File: config.mk
export PLATFORM = sky130hd
export DESIGN_NAME = pll_div_pair
export DESIGN_NICKNAME = d
export VERILOG_FILES = /design/src/rtl/pll_div_pair.sv
export SDC_FILE = /design/constraint.sdc
export NUM_CORES = 1
export LEC_CHECK = 0
export CORE_MARGIN = 5
export CORE_UTILIZATION = 32
export CTS_CLUSTER_SIZE = 12
export DETAILED_ROUTE_END_ITERATION = 12
export REMOVE_ABC_BUFFERS = 1
export SLEW_MARGIN = 20
export SYNTH_ARGS = -nofsm -noshare
export SYNTH_HDL_FRONTEND = slang
export SYNTH_SLANG_ARGS = --single-unit
File: constraint.sdc
create_clock -name clk -period 3.45 [get_ports clk]
set_input_delay 0.69 -clock clk [delete_from_list [all_inputs] [get_ports clk]]
set_output_delay 0.69 -clock clk [all_outputs]
set_load 0.02 [all_outputs]
File: src/rtl/pll_div_pair.sv
module pll_div_pair #(
  parameter int SW_W   = 4,
  parameter int MAIN_W = 10,
  parameter int REF_W  = 11
) (
  input  logic                     clk,
  input  logic                     rst_n,
  input  logic                     pre_pulse,
  input  logic                     ref_pulse,
  input  logic [SW_W+MAIN_W-1:0]   fb_set1,
  input  logic [SW_W+MAIN_W-1:0]   fb_set2,
  input  logic [REF_W-1:0]         ref_set1,
  input  logic [REF_W-1:0]         ref_set2,
  input  logic                     sel_bit,
  input  logic                     sel_pin,
  input  logic                     sel_drv,
  output logic                     mod_hi,
  output logic                     fb_out,
  output logic                     ref_out
);
  localparam int M_W = SW_W + MAIN_W;

  logic              use_set1;
  logic [M_W-1:0]    fb_pick;
  logic [REF_W-1:0]  ref_pick;
  logic [SW_W-1:0]   sw_lim;
  logic [MAIN_W-1:0] main_lim, main_cnt;
  logic [REF_W-1:0]  ref_lim, ref_cnt;
  logic              fb_wrap, ref_wrap;

  assign use_set1 = sel_drv ? sel_pin : sel_bit;
  assign fb_pick  = use_set1 ? fb_set1  : fb_set2;
  assign ref_pick = use_set1 ? ref_set1 : ref_set2;

  assign fb_wrap  = pre_pulse && (main_cnt == main_lim - MAIN_W'(1));
  assign ref_wrap = ref_pulse && (ref_cnt == ref_lim - REF_W'(1));

  assign mod_hi = main_cnt < {{(MAIN_W-SW_W){1'b0}}, sw_lim};

  always_ff @(posedge clk) begin
    if (!rst_n) begin
      main_cnt <= '0;
      fb_out   <= 1'b0;
      sw_lim   <= fb_pick[SW_W-1:0];
      main_lim <= fb_pick[M_W-1:SW_W];
    end else begin
      fb_out <= fb_wrap;
      if (fb_wrap) begin
        main_cnt <= '0;
        sw_lim   <= fb_pick[SW_W-1:0];
        main_lim <= fb_pick[M_W-1:SW_W];
      end else if (pre_pulse) begin
        main_cnt <= main_cnt + MAIN_W'(1);
      end
    end
  end

  always_ff @(posedge clk) begin
    if (!rst_n) begin
      ref_cnt <= '0;
      ref_out <= 1'b0;
      ref_lim <= ref_pick;
    end else begin
      ref_out <= ref_wrap;
      if (ref_wrap) begin
        ref_cnt <= '0;
        ref_lim <= ref_pick;
      end else if (ref_pulse) begin
        ref_cnt <= ref_cnt + REF_W'(1);
      end
    end
  end
endmodule

* After elaboration in Yosys (flattened, before gate mapping) *
Index checks and enable logic that the tools add are counted.
W data, S select, Z words.

storage, ports and cells
  flip-flop bits (word level) = 48
  input port bits = 57
  output and inout bits = 3

operators by class
  $add $sub $neg = 4
  $lt $le $gt $ge = 1
  eq/ne operators = 4
  multiplexer cells = 9
  bitwise operators = 1
  reduce and logical (&&, ||, !) cells = 4

operator list
  cell                     number
  $mux W11                 3
  $mux W10                 2
  $mux W14                 1
  $add A11 B1 Y11 const B  1
  $eq A11 B11 Y1           1
  $sub A11 B1 Y11 const B  1
  $add A10 B1 Y10 const B  1
  $eq A10 B10 Y1           1
  $lt A10 B4 Y1            1
  $sub A10 B1 Y10 const B  1
  $mux W4                  2
  $ne A2 B1 Y1 const B     2
  $reduce_or A2 Y1         2
  $logic_and A1 B1 Y1      2
  $mux W1                  1
  $not A1 Y1               1

* Depth between registers and ports, before layout *
  word-level depth = 5
  gate-level depth with buffers = 10

* Worst setup path after synthesis *
OpenSTA, ideal clock, no wires.

  path type = register -> register
  start point = reg ref_lim[3]
  end point = reg ref_lim[0] (enable)
  setup time = 353 ps
  arrival time = 2,512 ps
  path slack = 585 ps
  cell stages (with the launch flop) = 7
  buffers on the path = 0
  period minus slack after synthesis = 2,865 ps
  cells stage by stage = edfxtp_1 or4_4 xor2_1 a31oi_1 or4_4 a2111oi_4 nand2b_1

between the ends
  longest elaborated chain between the ends = 4

RTL lines
  element                   RTL line  source
  start: declaration        28        logic [REF_W-1:0] ref_lim, ref_cnt;
  start signal: assignment  62        ref_lim <= ref_pick;
  start signal: assignment  67        ref_lim <= ref_pick;
  $sub A11 B1 Y11           36        assign ref_wrap = ref_pulse && (ref_cnt == ref_lim - REF_W'(1));
  $eq A11 B11 Y1            36
  $logic_and A1 B1 Y1       36
  $ne A2 B1 Y1 (no line)    --

No other way between the ends.
A chain may end at the register's enable or synchronous reset.

* Worst setup path in the final report *
  start point = reg ref_lim[3]
  end point = reg ref_lim[2] (enable)

The elaborated chain is that of the path after synthesis.

==> flow_summary_export.csv <==
group,metric,value,unit
status,status,"finished clean",
setup_path,crit_type,"flip-flop to flip-flop",
clock_tree,clk_pin_slew,90,ps
sta,finalSetupViolations,0,
clock_tree,hold_buffers,0,
setup_path,end_kind,"flip-flop",
sta,hold_viol,0,
cells_and_area,area_delta_synth_final,29.86,%
power,switching_power,0.0003044,W
global_route,overflow,0,
sta,min_period,3044,ps
global_route,grt_pass1_vias,2183,
power,leakagePower,1.281,nW
power,combPwrFrac,0.165,
setup_path,worstSetupStartpointType,"flip-flop",
power,seqPwrFrac,0.517,
logic_synthesis,avgSynthCellArea,10.27,um^2
routing,drt_wl_total,6051,um
clock_tree,cts_sinks,48,
setup_path,cp_max_fo,11,
logic_synthesis,muxShareOfSynthArea,0.1092,
sta,max_slew.worst_pin.slew,523.2,ps
logic_synthesis,synth_flop_cell,"edfxtp_1",
floorplan,rows,34,
logic_synthesis,ys_ff_latch,48,
routing,dr.pass1.iters,4,
logic_synthesis,synth_edf_count,25,
clock_tree,h-tree-depth,2,
sta,fmax,0.3285,GHz
clock_tree,cts_buffer_depth,2,
place,hpwl,4658,um
power,swShare,0.2371,
setup_path,timing.critical_path.buf_inv,0,
power,internal_power,0.0009791,W
sta,fin_crit_sh,0.8824,
floorplan,io_pins,60,
logic_synthesis,yosysWarnings,0,
logic_synthesis,synth_cell_types,45,
logic_synthesis,syn_area,2854,um^2
place,place_area,3598,um^2
cells_and_area,diodes,0,
worst_hold_path,hold_class,"flip-flop to flip-flop",
routing,avgViaCountPerCell,4.864,
global_route,antenna_found_initial,0,
setup_path,worstPathArrival,3000,ps
power,clkPwrFrac,0.318,
global_route,grt_start_max_net_pins,26,
place,port_buffers,59,
setup_path,crit_chain,"or4_4 > or3_1 > nor4_1 > a211oi_2 > a2111oi_4 > nand2b_1",
cells_and_area,layout-drive-gt1-share,0.1672,
logic_synthesis,synthAdderAreaFrac,0.03069,
floorplan,die_area,10910,um^2
sta,hold_ws,579.2,ps
global_route,grt_pass1_wl,10240,um
cells_and_area,multi_input_area,1590,um^2
clock_tree,cts_tree,"built",
setup_path,crit_required,3400,ps
logic_synthesis,synthSimpleGateAreaFrac,0.2157,
routing,drt_iter0_markers,27,
power,powerDensity,346.3,nW/um^2
power,vdd_drop_max,0.1482,mV
place,finalWeightedCongestion,0.7864,
routing,wl_per_cell,13.48,um
routing,detail-route-antenna-nets,0,
clock_tree,cts_root_buf,"clkbuf_8",
sta,rsz0062_at_grt,"no",
routing,num_vias,2184,
logic_synthesis,synth-compound-area-share,0.06971,
setup_path,worst_path_max_delay_cell,"or4_4",
cells_and_area,fillers,852,
cells_and_area,fin_nets,404,
logic_synthesis,synth_top_family_by_area,"simple AND/OR/NAND/NOR gates",
clock_tree,cts.repair.resized,0,
sta,clock-skew-final,4.159,ps
sta,slew-limit-headroom,0.6488,
logic_synthesis,syn-instance-count,278,
clock_tree,clkLatencyLatePin,310,ps
floorplan,die_y,104.4,um
clock_tree,cts_setup_buffers,0,
floorplan,start_util,0.3273,
setup_path,slowest_delay,610,ps
global_route,grt_usage,0.1124,
routing,drc,0,
floorplan,die_w,104.4,um
logic_synthesis,synthXorXnorAreaFrac,0.1228,
cells_and_area,final_area,3706,um^2
sta,finalMaxSlewViolations,0,
job,maxCapViolCount,0,
floorplan,core,8721,um^2
clock_tree,numCtsBuffers,5,
logic_synthesis,synth_seq_area_share,0.4244,
setup_path,cpLargestDelayFamily,"simple AND/OR/NAND/NOR gates",
logic_synthesis,async_reset_ff_frac,0,
cells_and_area,seq_area,1211,um^2
==> metal layers <==
| metal | share of wire | routed length [um] | global-route usage |
|---|---|---|---|
| met4 | 0.0096 | 58 | 0.02775 |
| met1 | 0.44 | 2653 | 0.1370 |
| met2 | 0.51 | 3106 | 0.1977 |
| met3 | 0.039 | 233 | 0.02731 |
| met5 | 0 | 0 | 0 |
==> cells in the mapped netlist (2+ instances only) <==
cell / instances / area share
edfxtp_1: 25 / 0.26
mux2_2: 25 / 0.099
dfxtp_1: 23 / 0.16
xnor2_1: 23 / 0.071
nand2_1: 20 / 0.026
nor2_1: 18 / 0.024
xor2_1: 17 / 0.052
inv_1: 11 / 0.014
nand3_1: 10 / 0.018
nor2_2: 10 / 0.022
nor3_1: 8 / 0.014
clkbuf_1: 7 / 0.0092
ha_1: 7 / 0.031
nand4_1: 7 / 0.015
nand2b_1: 6 / 0.013
a21oi_1: 5 / 0.0088
nor4_1: 5 / 0.011
and3_1: 4 / 0.0088
a311oi_1: 3 / 0.0092
mux2i_1: 3 / 0.011
nor2b_1: 3 / 0.0066
nor3b_1: 3 / 0.0079
o211ai_1: 3 / 0.0079
or2_2: 3 / 0.0066
and2_1: 2 / 0.0044
nand3b_1: 2 / 0.0053
nor4b_1: 2 / 0.0061
o21ai_0: 2 / 0.0035
o31ai_1: 2 / 0.0053
or3_1: 2 / 0.0044
or4_1: 2 / 0.0053
or4_4: 2 / 0.0079
==> cells by family after synthesis <==
kind of cell             count (synthesis)
AND/OR/NAND/NOR                        112
buffers and inverters                   19
AO/OA/AOI/OAI                           24
XOR/XNOR                                40
flip-flops                              48
multiplexers                            28
adder cells (fa/ha/maj)                  7
==> area by class of cell <==
cell class              instances  share of cell area
clock buffers                   6             0.01958
inverters                      11             0.01114
flip-flops and latches         48              0.3268
clock inverters                 2            0.009453
multi-input cells             211              0.4291
well taps                     108             0.03646
repair buffers                 63              0.1675
==> registers in the layout (all words and copies together) (netlist names) <==
name,flops
fb_out,1
main_cnt,10
main_lim,10
ref_cnt,11
ref_lim,11
ref_out,1
sw_lim,4
==> layout by cell type (no fill, tap or decap), drive strengths merged, types with 2 or more instances in the layout <==
cell type      instances
xor2                  17
and2                   2
nand2b                 6
nand3                 10
or4                    5
inv                   11
nand3b                 2
clkbuf                 6
a311oi                 3
and3                   4
xnor2                 23
nor3                   9
mux2i                  3
nor4b                  2
or2                    3
o31ai                  2
o211ai                 3
nand4                  7
a21oi                  5
nor3b                  3
or3                    2
mux2                  25
nor2                  28
dfxtp                 23
clkdlybuf4s50         59
a211oi                 2
nor2b                  3
buf                    4
o21ai                  2
edfxtp                25
nor4                   5
nand2                 20
ha                     7
==> worst paths after layout <==
check	from	end	slack (ps)	cells past startpoint
max	ref_lim[3]	ref_lim[2]	410	6
min reg2reg	main_cnt[9]	main_cnt[9]	580	2
min	main_cnt[9]	main_cnt[9]	580	2
max reg2reg	ref_lim[3]	ref_lim[2]	410	6
==> through the flow <==
stage	TNS [ps]	utilization	std cells	total power [W]	setup slack (ps)
finish	0	0.4250	449	0.001283	405.7
global route	0	0.4250	449	0.001352	284.2
CTS	0	0.4250	449	0.001305	380.4
detailed placement	0	0.4126	441	0.0008925	395.0
global placement	0	0.4126	441	0.0008880	472.0
floorplan	-4073	-	270	0.0007857	-228.0
==> worst min-delay path: cells and delay by family, from the launching register on <==
kind          cells  cell delay [ps]
xor+xnor          1               90
flops             1              390
simple gates      1               70
==> power by group through the flow <==
stage                     sequential, W  clock, W  combinational, W
final                          0.000663  0.000408          0.000212
after global routing           0.000669  0.000448          0.000235
after CTS                      0.000664  0.000424          0.000216
after detailed placement       0.000678         0          0.000215
after global placement         0.000677         0          0.000211
after floorplan                0.000669         0          0.000116
(Power assumes the default switching activity.)
